===== src/rtl/mdio_pkg.sv =====
package mdio_pkg;
  localparam int DIV_W         = 2;
  localparam int MDC_BASE_HALF = 8;
  localparam int HALF_MAX      = MDC_BASE_HALF << ((1 << DIV_W) - 1);
  localparam int HALF_W        = $clog2(HALF_MAX) + 1;
  localparam int FRAME_BITS    = 64;
  localparam int IDX_W         = $clog2(FRAME_BITS);
  localparam int TA_IDX        = 46;
  localparam int RD_IDX        = 48;
  localparam int PHY_DATA_W    = 16;

  typedef struct packed {
    logic [DIV_W-1:0] div;
    logic [4:0]       phy;
    logic [4:0]       regad;
    logic             wr;
  } mdio_cmd_t;

  function automatic logic [HALF_W-1:0] mdc_half(input logic [DIV_W-1:0] sel);
    return HALF_W'(MDC_BASE_HALF) << sel;
  endfunction

  function automatic mdio_cmd_t cmd_decode(input logic [31:0] w);
    mdio_cmd_t c;
    c.wr    = w[1];
    c.regad = w[8:4];
    c.phy   = w[16:12];
    c.div   = w[21:20];
    return c;
  endfunction

  function automatic logic [31:0] cmd_encode(input mdio_cmd_t c, input logic busy);
    logic [31:0] w;
    w        = '0;
    w[0]     = busy;
    w[1]     = c.wr;
    w[8:4]   = c.regad;
    w[16:12] = c.phy;
    w[21:20] = c.div;
    return w;
  endfunction

  function automatic logic [FRAME_BITS-1:0] build_frame(input mdio_cmd_t c,
                                                        input logic [PHY_DATA_W-1:0] d);
    logic [1:0] op;
    logic [1:0] ta;
    op = c.wr ? 2'b01 : 2'b10;
    ta = c.wr ? 2'b10 : 2'b11;
    return {{32{1'b1}}, 2'b01, op, c.phy, c.regad, ta, d};
  endfunction
endpackage


===== src/rtl/mdio_regs.sv =====
module mdio_regs
  import mdio_pkg::*;
#(
  parameter int          ADDR_W   = 8,
  parameter int          DATA_W   = 32,
  parameter logic [7:0]  CMD_OFF  = 8'h48,
  parameter logic [7:0]  DATA_OFF = 8'h4C
) (
  input  logic                  clk,
  input  logic                  rst_n,
  input  logic                  bus_wr,
  input  logic [ADDR_W-1:0]     bus_addr,
  input  logic [DATA_W-1:0]     bus_wdata,
  output logic [DATA_W-1:0]     bus_rdata,
  input  logic                  done,
  input  logic                  done_read,
  input  logic [PHY_DATA_W-1:0] rx_data,
  output logic                  start,
  output mdio_cmd_t             start_cmd,
  output mdio_cmd_t             cmd_q,
  output logic                  busy,
  output logic                  cmd_attempt,
  output logic [PHY_DATA_W-1:0] payload
);
  logic              cmd_hit;
  logic              data_hit;
  logic [DATA_W-1:0] data_q;

  assign cmd_hit     = (bus_addr == ADDR_W'(CMD_OFF));
  assign data_hit    = (bus_addr == ADDR_W'(DATA_OFF));
  assign cmd_attempt = bus_wr && cmd_hit;
  assign start       = cmd_attempt && bus_wdata[0] && !busy;
  assign start_cmd   = cmd_decode(32'(bus_wdata));
  assign payload     = data_q[PHY_DATA_W-1:0];

  always_ff @(posedge clk or negedge rst_n) begin
    if (!rst_n) begin
      cmd_q  <= '0;
      busy   <= 1'b0;
      data_q <= '0;
    end else begin
      if (cmd_attempt && !busy) cmd_q <= start_cmd;
      if (start)      busy <= 1'b1;
      else if (done)  busy <= 1'b0;
      if (done && done_read)       data_q <= DATA_W'(rx_data);
      else if (bus_wr && data_hit) data_q <= bus_wdata;
    end
  end

  always_comb begin
    if (cmd_hit)       bus_rdata = DATA_W'(cmd_encode(cmd_q, busy));
    else if (data_hit) bus_rdata = data_q;
    else               bus_rdata = '0;
  end
endmodule


===== src/rtl/mdio_mdc_gen.sv =====
module mdio_mdc_gen
  import mdio_pkg::*;
(
  input  logic              clk,
  input  logic              rst_n,
  input  logic              run,
  input  logic [HALF_W-1:0] half,
  output logic              mdc,
  output logic              rise_evt,
  output logic              fall_evt
);
  logic [HALF_W-1:0] cnt;
  logic              wrap;

  assign wrap     = run && (cnt == half - HALF_W'(1));
  assign rise_evt = wrap && !mdc;
  assign fall_evt = wrap && mdc;

  always_ff @(posedge clk or negedge rst_n) begin
    if (!rst_n) begin
      cnt <= '0;
      mdc <= 1'b0;
    end else if (!run) begin
      cnt <= '0;
      mdc <= 1'b0;
    end else if (wrap) begin
      cnt <= '0;
      mdc <= !mdc;
    end else begin
      cnt <= cnt + HALF_W'(1);
    end
  end
endmodule


===== src/rtl/mdio_frame_engine.sv =====
module mdio_frame_engine
  import mdio_pkg::*;
(
  input  logic                  clk,
  input  logic                  rst_n,
  input  logic                  start,
  input  mdio_cmd_t             start_cmd,
  input  logic [PHY_DATA_W-1:0] payload,
  input  logic                  rise_evt,
  input  logic                  fall_evt,
  input  logic                  mdio_i,
  output logic                  active,
  output logic                  mdio_o,
  output logic                  mdio_oe,
  output logic                  done,
  output logic                  is_write,
  output logic [DIV_W-1:0]      div_sel,
  output logic [IDX_W-1:0]      bit_idx,
  output logic [PHY_DATA_W-1:0] rx_data
);
  logic [FRAME_BITS-1:0] shreg;
  logic                  last_bit;
  logic                  in_rx_window;

  assign last_bit     = (bit_idx == IDX_W'(FRAME_BITS - 1));
  assign done         = active && fall_evt && last_bit;
  assign in_rx_window = (bit_idx >= IDX_W'(RD_IDX));
  assign mdio_o       = active ? shreg[FRAME_BITS-1] : 1'b1;
  assign mdio_oe      = active && (is_write || (bit_idx < IDX_W'(TA_IDX)));

  always_ff @(posedge clk or negedge rst_n) begin
    if (!rst_n) begin
      active   <= 1'b0;
      shreg    <= '0;
      bit_idx  <= '0;
      is_write <= 1'b0;
      div_sel  <= '0;
      rx_data  <= '0;
    end else if (start) begin
      active   <= 1'b1;
      shreg    <= build_frame(start_cmd, payload);
      bit_idx  <= '0;
      is_write <= start_cmd.wr;
      div_sel  <= start_cmd.div;
    end else if (active) begin
      if (rise_evt && !is_write && in_rx_window)
        rx_data <= {rx_data[PHY_DATA_W-2:0], mdio_i};
      if (fall_evt) begin
        if (last_bit) begin
          active <= 1'b0;
        end else begin
          bit_idx <= bit_idx + IDX_W'(1);
          shreg   <= {shreg[FRAME_BITS-2:0], 1'b1};
        end
      end
    end
  end
endmodule


===== src/rtl/mdio_master.sv =====
module mdio_master
  import mdio_pkg::*;
#(
  parameter int         ADDR_W   = 8,
  parameter int         DATA_W   = 32,
  parameter logic [7:0] CMD_OFF  = 8'h48,
  parameter logic [7:0] DATA_OFF = 8'h4C
) (
  input  logic              clk,
  input  logic              rst_n,
  input  logic              bus_wr,
  input  logic [ADDR_W-1:0] bus_addr,
  input  logic [DATA_W-1:0] bus_wdata,
  output logic [DATA_W-1:0] bus_rdata,
  output logic              mdc,
  input  logic              mdio_i,
  output logic              mdio_o,
  output logic              mdio_oe
);
  logic                  start;
  mdio_cmd_t             start_cmd;
  mdio_cmd_t             cmd_q;
  logic                  busy;
  logic                  cmd_attempt;
  logic [PHY_DATA_W-1:0] payload;
  logic                  done;
  logic                  active;
  logic                  is_write;
  logic [DIV_W-1:0]      div_sel;
  logic [IDX_W-1:0]      bit_idx;
  logic [PHY_DATA_W-1:0] rx_data;
  logic                  rise_evt;
  logic                  fall_evt;
  logic [HALF_W-1:0]     half;

  assign half = mdc_half(div_sel);

  mdio_regs #(
    .ADDR_W(ADDR_W), .DATA_W(DATA_W), .CMD_OFF(CMD_OFF), .DATA_OFF(DATA_OFF)
  ) u_regs (
    .clk(clk), .rst_n(rst_n), .bus_wr(bus_wr), .bus_addr(bus_addr),
    .bus_wdata(bus_wdata), .bus_rdata(bus_rdata), .done(done),
    .done_read(!is_write), .rx_data(rx_data), .start(start),
    .start_cmd(start_cmd), .cmd_q(cmd_q), .busy(busy),
    .cmd_attempt(cmd_attempt), .payload(payload)
  );

  mdio_mdc_gen u_mdc (
    .clk(clk), .rst_n(rst_n), .run(active), .half(half),
    .mdc(mdc), .rise_evt(rise_evt), .fall_evt(fall_evt)
  );

  mdio_frame_engine u_eng (
    .clk(clk), .rst_n(rst_n), .start(start), .start_cmd(start_cmd),
    .payload(payload), .rise_evt(rise_evt), .fall_evt(fall_evt),
    .mdio_i(mdio_i), .active(active), .mdio_o(mdio_o), .mdio_oe(mdio_oe),
    .done(done), .is_write(is_write), .div_sel(div_sel), .bit_idx(bit_idx),
    .rx_data(rx_data)
  );
endmodule


===== config.mk =====
export PLATFORM = sky130hd
export DESIGN_NAME = mdio_master
export DESIGN_NICKNAME = d
export VERILOG_FILES = /design/src/rtl/mdio_pkg.sv /design/src/rtl/mdio_regs.sv /design/src/rtl/mdio_mdc_gen.sv /design/src/rtl/mdio_frame_engine.sv /design/src/rtl/mdio_master.sv
export SDC_FILE = /design/constraint.sdc
export NUM_CORES = 1
export LEC_CHECK = 0
export ABC_AREA = 0
export ABC_CLOCK_PERIOD_IN_PS = 4590
export BUFFER_PORTS_ARGS = -buffer_cell sky130_fd_sc_hd__buf_2
export CORE_AREA = 5 5 134 136
export DETAILED_ROUTE_END_ITERATION = 8
export DIE_AREA = 0 0 139 141
export GPL_ROUTABILITY_DRIVEN = 0
export HOLD_SLACK_MARGIN = 0.15
export PLACE_DENSITY = 0.69
export SYNTH_ARGS = -nofsm -noshare
export SYNTH_HDL_FRONTEND = slang
export SYNTH_SLANG_ARGS = --single-unit

===== constraint.sdc =====
create_clock -name clk -period 4.59 [get_ports clk]
set_input_delay 0.2295 -clock clk [delete_from_list [all_inputs] [get_ports clk]]
set_output_delay 0.2295 -clock clk [all_outputs]
set_load 0.1 [all_outputs]

==> results of run 1 <==
## cells by family (layout without fill, tap and decap cells)
logic type | after synthesis | in the layout
XOR/XNOR | 7 | 7
buffers and inverters | 75 | 155
adder cells (fa/ha/maj) | 2 | 2
multiplexers | 65 | 65
AO/OA/AOI/OAI | 170 | 170
AND/OR/NAND/NOR | 206 | 206
flip-flops | 144 | 144
## cell type report
type                            instances  area, sq um  area share
Sequential cell                       144         3600       0.431
Clock buffer                           20          467      0.0558
Clock inverter                         12          156      0.0187
Tap cell                              225          282      0.0337
Multi-Input combinational cell        450         3070       0.367
Timing Repair Buffer                  119          774      0.0926
Inverter                                4         15.0     0.00180
## worst min path at each step
stage | start | to | cells past startpoint | slack [ns]
after floorplan | rst_n | u_eng.active | 0 | -0.07
after global placement | rst_n | u_eng.bit_idx[2] | 1 | 0.41
after detailed placement | rst_n | u_eng.bit_idx[4] | 1 | 0.41
after CTS | bus_wdata[3] | u_regs.data_q[3] | 3 | 0.15
after global routing | bus_wdata[3] | u_regs.data_q[3] | 3 | 0.16
final | bus_wdata[3] | u_regs.data_q[3] | 3 | 0.16
## routing by layer
metal | vias up | GRT usage | wire length [um]
met4 | 0 | 0.0530 | 186
met1 | 2805 | 0.249 | 7820
met5 | - | 0 | 0
met2 | 122 | 0.273 | 7940
li1 | 2634 | - | -
met3 | 15 | 0.0441 | 824
## synthesized netlist by cell type, types with 5 or more instances
library cell               count
sky130_fd_sc_hd__o31ai_1       5
sky130_fd_sc_hd__nand3_1      24
sky130_fd_sc_hd__dfrtp_1     144
sky130_fd_sc_hd__nand4_1      10
sky130_fd_sc_hd__clkbuf_1     62
sky130_fd_sc_hd__and3_1        5
sky130_fd_sc_hd__nor2_1       11
sky130_fd_sc_hd__a31oi_1      37
sky130_fd_sc_hd__o311ai_0     26
sky130_fd_sc_hd__a22o_1       14
sky130_fd_sc_hd__and2_1       19
sky130_fd_sc_hd__nand2b_1      5
sky130_fd_sc_hd__nor4_1       36
sky130_fd_sc_hd__mux2_2       61
sky130_fd_sc_hd__o211ai_1     26
sky130_fd_sc_hd__nand2_1      82
sky130_fd_sc_hd__a21oi_1      20
sky130_fd_sc_hd__o21ai_0      35
## report_power, final
part           total [mW]  leakage, nW  internal [mW]  switching, mW
sequential           1.32         1.78           1.30         0.0200
clock                1.44        0.295          0.900          0.536
combinational       0.141         1.50         0.0610         0.0799
## through the flow
stage	total power, mW	instances	hold slack (ns)
5_1_grt	3.01	974	0.164
3_3_place_gp	1.46	914	0.411
6_report	2.89	974	0.165
4_1_cts	2.92	974	0.154
3_5_place_dp	1.46	914	0.413
2_1_floorplan	1.40	669	-0.0661
## placed cells by master, fill, tap and decap left out, types with 14 or more instances in the layout
master / netlist / layout
sky130_fd_sc_hd__and2_1: 19 / 19
sky130_fd_sc_hd__dlygate4sd3_1: 0 / 28
sky130_fd_sc_hd__o21ai_0: 35 / 35
sky130_fd_sc_hd__a22o_1: 14 / 14
sky130_fd_sc_hd__nand3_1: 24 / 24
sky130_fd_sc_hd__a21oi_1: 20 / 20
sky130_fd_sc_hd__o311ai_0: 26 / 26
sky130_fd_sc_hd__buf_2: 3 / 77
sky130_fd_sc_hd__nor4_1: 36 / 36
sky130_fd_sc_hd__mux2_2: 61 / 61
sky130_fd_sc_hd__dfrtp_1: 144 / 144
sky130_fd_sc_hd__a31oi_1: 37 / 37
sky130_fd_sc_hd__o211ai_1: 26 / 26
sky130_fd_sc_hd__clkbuf_16: 0 / 17
sky130_fd_sc_hd__nand2_1: 82 / 82
## worst max-delay path, cell delays in order, from the launching register on
cell and delay [ns]:
sky130_fd_sc_hd__dfrtp_1 0.45, sky130_fd_sc_hd__or4_1 0.61, sky130_fd_sc_hd__o311a_2 0.36, sky130_fd_sc_hd__nor4_4 1.02
sky130_fd_sc_hd__mux2_2 0.43
## registers in the layout, summed over array words and instances (netlist names), 2 cells and up
register	cells
u_eng.shreg	64
u_regs.data_q	32
u_eng.rx_data	16
u_regs.cmd_q	13
u_mdc.cnt	7
u_eng.bit_idx	6
u_eng.div_sel	2
==> summary by stage, run 1 <==
GRT
The first-pass GRT wire length is between 20000 and 30000 um. Summed over all layers, the global routing overflow is 0. The via count of the first global-routing pass is roughly 5600. The overall track demand over capacity in global routing is 0.177. The initial antenna violation count is 0.

Entering global routing, the biggest net connects 103 pins.

Power and ir drop
Across the VDD grid, the largest voltage drop is ~300 uV. In this run the power density over the cells is ~350 nW/um^2. In this run the static leakage power is approximately 3.6 nW.

Hold path
The worst min-delay path category is input port to flop.

Yosys
Of the total synthesized cell area, the portion taken by full adders, half adders and majority gates is 0.00360. The post-synthesis compound-gate area fraction is 0.165. The fraction of the yosys area taken by sequential cells is 0.518. The simple logic cell fraction of the synthesized area is 0.156. The gate count after technology mapping is approximately 670. The number of enable-type register cells in the synthesized netlist is 0. The synthesis warning total is 0. The mean cell area of the mapped netlist is 10.4 sq um. The xor and xnor fraction of the mapped netlist area is 0.00882. The summed instance area of the synthesized netlist is about 7000 sq um.

The main flop type after synthesis is sky130_fd_sc_hd__dfrtp_1. The synthesized netlist net count is around 720. By area, the combinational part of the netlist is dominated by compound AO/OA/AOI/OAI gates. The count of cell types in the netlist is around 40. After synthesis, the share of cell area in mux cells is 0.105. The share of synthesized area in the top cell type comes to 0.518.

Counting flops with an async set or reset pin after synthesis yields a share of 1.00. The synthesis-stage register bit count is about 140. By area the synthesized netlist is led by sky130_fd_sc_hd__dfrtp_1, sky130_fd_sc_hd__mux2_2, sky130_fd_sc_hd__nand2_1, sky130_fd_sc_hd__clkbuf_1, sky130_fd_sc_hd__a31oi_1.

The library cell with the largest summed area after synthesis is sky130_fd_sc_hd__dfrtp_1.

Clocking
Buffers added to address setup during post-CTS repair amount to 0. Clock tree synthesis inserted a total of 17 buffers. TritonCTS built the clock tree.

The maximum level of the CTS H-tree is 4. The clock latency on the worst-skew pair is between 0.4 and 0.5 ns. The number of resized instances in the post-cts repair step is 0. The tree is rooted in a sky130_fd_sc_hd__clkbuf_16. The number of clock sinks seen by CTS is 144.

In this run the deepest clock path goes through 2 buffers. After clock tree synthesis, the clock-pin slew on the worst setup and hold paths is around 0.060 ns. The number of buffers inserted by hold repair at cts is 28.

Setup path
The required time of the worst setup path is roughly 5 ns. The startpoint type of the worst setup path is a flop. STA classifies the critical path endpoint as a flop. STA puts the critical path data arrival time at approximately 3.3 ns. The critical path ends at u_eng.rx_data[14]. The startpoint identified for the worst register-to-register timing path is u_mdc.cnt[5]. The critical path launch point is u_mdc.cnt[5].

The critical setup path kind is flop to flop. The path depth of the worst reg2reg path is 4. The worst setup slack for register-to-register paths is 1.59 ns. In this run the critical register-to-register path is captured at u_eng.rx_data[14]. Of all nets on the critical path, the largest fanout is 32.

Floorplanning
The core region area is approximately 17000 sq um. The effective utilization at floorplan is 0.413. For this design the top-level I/O count stands at 79. Row generation in the floorplan step produced 48 rows. The die is roughly 140 um wide. The floorplan step defined a die boundary enclosing 19600 sq um. The vertical die dimension is about 140 um.

STA
Setup repair after global routing left no endpoint under its margin. The transition time at the pin with the least slew margin is ~1.2 ns. In this run the tightest slew margin relative to its limit is 0.212. The clock arrives with around 0.0082 ns of skew. The max-slew violation count is 0. After routing, the total negative slack on setup checks comes to 0 ns. Setup slack on the critical path of the routed design comes to about 1.6 ns.

The number of endpoints with negative hold slack in the final report is 0. The achievable clock frequency is 333 MHz. The share of the clock period used by the worst path is 0.654. The shortest period the worst path allows is 3.00 ns. Setup violations remaining at the end of the flow were counted as 0.

Placed design
The cell area reported after detailed placement is 7460 sq um. The worst setup timing slack at the placement stage is roughly 1.6 ns. Detailed placement ended at an HPWL of just under 10000 um. During placement, the flow inserted port buffers numbering 78.

Finish
The number of filler instances in the final layout is ~1500. The count of nets after finishing is a little under 800. The share of post-route cells with drive strength above 1 is 0.255. The final antenna diode count is 0.

The area of all placed cells without fillers is approximately 8400 sq um. The area growth from synthesis to layout is 20.3%. The final core area utilization is 0.497.

Routing
The final wirelength is ~17000 um. The number of DRC violations after detailed routing is 0. The ratio of routed vias to standard cells is roughly 5.7. The number of antenna-violating nets in the routed design is 0. Dividing the detail-routed wire length by the instance count gives 17.2 um.

The violation count after the first detailed-route iteration is around 480. The number of vias after detailed routing is 5576. The number of iterations in the first detailed-routing pass is 5.

Status
The flow ran to the end, and the final reports show no timing, DRC or antenna violations.

Job
Across the run, the number of max-cap violations was 0.
Note: power is estimated with default switching activity, not from simulation.
==> run 2: changes to the inputs <==
--- a/config.mk
+++ b/config.mk
@@ -5,15 +5,15 @@
 export SDC_FILE = /design/constraint.sdc
 export NUM_CORES = 1
 export LEC_CHECK = 0
-export ABC_AREA = 0
-export ABC_CLOCK_PERIOD_IN_PS = 4590
+export ABC_AREA = 1
+export ABC_CLOCK_PERIOD_IN_PS = 2700
 export BUFFER_PORTS_ARGS = -buffer_cell sky130_fd_sc_hd__buf_2
-export CORE_AREA = 5 5 134 136
+export CORE_AREA = 5 5 135 137
 export DETAILED_ROUTE_END_ITERATION = 8
-export DIE_AREA = 0 0 139 141
+export DIE_AREA = 0 0 140 142
 export GPL_ROUTABILITY_DRIVEN = 0
 export HOLD_SLACK_MARGIN = 0.15
-export PLACE_DENSITY = 0.69
+export PLACE_DENSITY = 0.71
 export SYNTH_ARGS = -nofsm -noshare
 export SYNTH_HDL_FRONTEND = slang
 export SYNTH_SLANG_ARGS = --single-unit
==> constraint.sdc (replaced) <==
create_clock -name clk -period 2.7 [get_ports clk]
set_input_delay 0.135 -clock clk [delete_from_list [all_inputs] [get_ports clk]]
set_output_delay 0.135 -clock clk [all_outputs]
set_load 0.1 [all_outputs]
==> summary by stage, run 2 <==
Floorplanning
The die covers roughly 20000 sq um. The total number of placement rows is 48. The vertical die dimension is about 140 um. The I/O pin total is 79. The core region is roughly 17000 sq um.

The die width is around 140 um. The effective utilization at floorplan is 0.419.

Setup path
In this run the worst path has a maximum fanout of 69. The critical path is of the flop to flop type. The critical path launch point is u_eng.bit_idx[0]. In this run the critical register-to-register path is launched from u_eng.bit_idx[0]. The startpoint type of the worst setup path is a flop. At the worst endpoint, the arrival time is around 2.4 ns. STA classifies the critical path endpoint as a flop.

At the worst endpoint, the required time is 3.06 ns.

GRT
The first global-routing pass estimated ~30000 um of wire. The overall track demand over capacity in global routing is 0.187. The final global-route overflow total is 0. The initial antenna violation count was 0. The maximum number of pins on one net before global-route repair is 70.

The via count of the first global-routing pass is between 6000 and 7000.

Power and ir drop
Of the total power, the share spent switching nets is 0.208. Summed over all nets, the switching power comes to 1.05 mW. The share of total power in the clock network is 0.514. The share of total power in sequential cells is 0.440. The power density over the cells is between 500 and 600 nW/um^2.

The internal power summed over all cells is around 4 mW. The part of the power in combinational logic is 0.047. The maximum resistive drop on vdd is 464 uV. The leakage power is just under 5 nW.

Placed design
The HPWL after detailed placement is 11300 um. Port buffering added between 70 and 80 buffers. The placed instances occupy a cell area of between 8000 and 9000 sq um.

Once placement completed, the tool counted placed cells totaling around 1200.

Clocking
The clock passes through at most 2 buffers. After clock tree synthesis, the setup repair step added 0 buffers. The clock net in this run drives a total of between 100 and 150 sinks. For this design, the CTS-stage hold fixing added 39 buffers. CTS placed an instance of sky130_fd_sc_hd__clkbuf_16 at the clock tree root. The number of buffers created by CTS is 17. The clock tree from TritonCTS is done. The maximum level of the CTS H-tree is 4.

Clock latency on the worst-skew pair, taken at its later pin, is roughly 0.42 ns. Post-CTS repair changed the size of 0 cells. The clock-pin transition on the worst setup and hold timing paths is ~0.060 ns.

Yosys
In this run, distinct cell masters in the synthesized netlist total 29. Counting flops with a built-in enable in the synthesized netlist gives 0. The synthesis warning total is 0. The summed instance area of the synthesized netlist is ~7100 sq um. The share of the synthesized area in the top cell type is 0.508. The proportion of register bits with asynchronous set or reset after synthesis is 1.00. Among all flip-flop cells after synthesis, the most frequent one is sky130_fd_sc_hd__dfrtp_1. The synthesized netlist net count is ~960. The gate count after technology mapping is around 900. The library cell with the largest summed area after synthesis is sky130_fd_sc_hd__dfrtp_1. The fraction of the yosys area taken by sequential cells is 0.508.

The synthesis-stage register bit count is about 140. The mean cell area of the mapped netlist is between 7 and 8 sq um. In the synthesized netlist, the cells that appear most often are sky130_fd_sc_hd__nand2_1, sky130_fd_sc_hd__nand3_1, sky130_fd_sc_hd__dfrtp_1. The most common cell in the synthesized netlist is sky130_fd_sc_hd__nand2_1. By area the synthesized netlist is led by sky130_fd_sc_hd__dfrtp_1, sky130_fd_sc_hd__nand2_1, sky130_fd_sc_hd__nand3_1, sky130_fd_sc_hd__o21ai_0, sky130_fd_sc_hd__inv_1.

Job
The count of maximum capacitance violations is 0.

Finish
The most frequent standard cell in the layout excluding fill and tap cells is sky130_fd_sc_hd__nand2_1. The area used by multi-input combinational logic is a little under 3000 sq um. The flip-flop count of the largest register after layout is 64. Leaving out fill and tap cells, the most frequent cells in the layout are sky130_fd_sc_hd__nand2_1, sky130_fd_sc_hd__nand3_1, sky130_fd_sc_hd__dfrtp_1, sky130_fd_sc_hd__inv_1, sky130_fd_sc_hd__o21ai_0. The share of post-route cells with drive strength above 1 is 0.172. The non-filler instance count after layout is 1249.

Summing all flip-flop and latch instances after layout gives 3600 sq um. Compared with the post-synthesis result, the final layout area differs by 29.5%. The finished cells cover 9190 sq um. In the final layout, the registers with the most flip-flops are u_eng.shreg (64), u_regs.data_q (32), u_eng.rx_data (16). The count of nets after finishing is about 1100. The number of filler instances in the final layout is 1487.

More flip-flops sit in one register than any other, and that register is u_eng.shreg. The final antenna diode count is 0.

STA
The total of endpoints with negative setup slack in the final report is 0. The worst clock skew is slightly below 0.009 ns. Dividing the final minimum period by the clock period gives 0.758. For the finished layout, the period the worst path requires is just over 2 ns. The number of endpoints with negative hold slack in the final report was 0. The worst pin sits at a relative slew slack of 0.527. At the pin with the least slew margin, the transition time is about 0.71 ns.

Based on the critical path, the design can be clocked at up to between 400 and 500 MHz. The max-slew violation count is 0. Setup repair after global routing left no endpoint under its margin.

Routing
The number of iterations in the first detailed-routing pass is 5. Wires add up to roughly 18000 um. The ratio of routed vias to standard cells is about 5. The number of vias after detailed routing is 6331. For this run, design rule violations remaining after detail routing come to 0. After detailed routing, the average wire length per cell comes to about 14 um. In this run, the number of DRC markers left after iteration 0 of detailed routing was 553. In this run the remaining antenna-violating nets after routing total 0.

Hold path
The worst min-delay path category is input port to flop. The worst hold path begins at bus_wr.

Status
The run finished with clean final reports.
-- run 2: cell types whose count changed in the layout (fill, tap and decap cells not counted), sizes merged, moves of 11 or more --
cell,previous run,this run
nand2,82,280
nand3,24,153
inv,6,70
mux2,61,0
nor2,11,59
nor4,38,0
a31oi,37,0
or2,0,35
o311ai,27,0
o211ai,26,0
o21ai,36,59
and2,19,0
a22o,14,3
dlygate4sd3,28,39
-- run 2: area by class of cell --
class | instances | area share
sequential | 144 | 0.392
timing repair buffer | 138 | 0.154
clock inverter | 9 | 0.0195
tap | 225 | 0.0306
inverter | 70 | 0.0286
clock buffer | 22 | 0.0516
multi-input combinational | 641 | 0.324
-- run 2: logic make-up (layout without fill, tap and decap cells) --
kind of cell / Yosys count / after routing / share of synthesized area
and+or+nand+nor: 550 / 550 / 0.346
AOI/OAI and AO/OA: 83 / 83 / 0.0605
adders and majority gates: 2 / 2 / 0.00353
buffers and inverters: 126 / 239 / 0.0748
xor gates and xnor gates: 6 / 6 / 0.00740
DFF: 144 / 144 / 0.508
-- run 2: power groups by stage --
| stage | registers [mW] | clock network (mW) | logic, mW |
|---|---|---|---|
| after floorplan | 2.26 | 0 | 0.0803 |
| after global placement | 2.26 | 0 | 0.193 |
| after CTS | 2.22 | 2.63 | 0.237 |
| final | 2.22 | 2.60 | 0.235 |
| after detailed placement | 2.26 | 0 | 0.196 |
| after global routing | 2.22 | 2.73 | 0.267 |
-- run 2: worst max-delay path, cell delays in order (launching register included) --
cell and delay [ns]:
sky130_fd_sc_hd__dfrtp_1 0.37, sky130_fd_sc_hd__ha_1 0.19, sky130_fd_sc_hd__nand3_1 0.12, sky130_fd_sc_hd__nor2_1 0.19
sky130_fd_sc_hd__inv_1 0.14, sky130_fd_sc_hd__nand3_4 0.12, sky130_fd_sc_hd__buf_4 0.55, sky130_fd_sc_hd__nand3_1 0.16
sky130_fd_sc_hd__nand2_1 0.11
-- run 2: path summary, 6_finish.rpt --
kind / end / depth (start not counted) / slack [ns]
max in group asynchronous: u_regs.data_q[15] / 3 / 1.62
hold / removal: u_regs.data_q[29] / 3 / 0.17
setup / recovery: u_eng.shreg[6] / 8 / 0.65
min in group asynchronous: u_eng.shreg[52] / 2 / 0.25
hold reg to reg: u_mdc.cnt[0] / 1 / 0.46
setup reg to reg: u_eng.shreg[6] / 8 / 0.65
-- run 2: layer usage --
metal  part of all wire  track usage  vias up
met5                  0            0        -
met2               0.48        0.291      163
li1                   -            -     3131
met3              0.051       0.0467       26
met4              0.012       0.0459        0
met1               0.46        0.266     3011
-- run 2: per-stage QoR --
stage / setup WS, ns / total power [mW] / util / TNS (ns) / hold slack, ns
2_1_floorplan: -0.607 / 2.34 / - / -4.49 / -0.161
3_3_place_gp: 0.709 / 2.45 / 0.481 / 0 / 0.165
3_5_place_dp: 0.674 / 2.45 / 0.481 / 0 / 0.161
4_1_cts: 0.660 / 5.09 / 0.543 / 0 / 0.150
5_1_grt: 0.423 / 5.22 / 0.543 / 0 / 0.167
6_report: 0.653 / 5.05 / 0.543 / 0 / 0.170
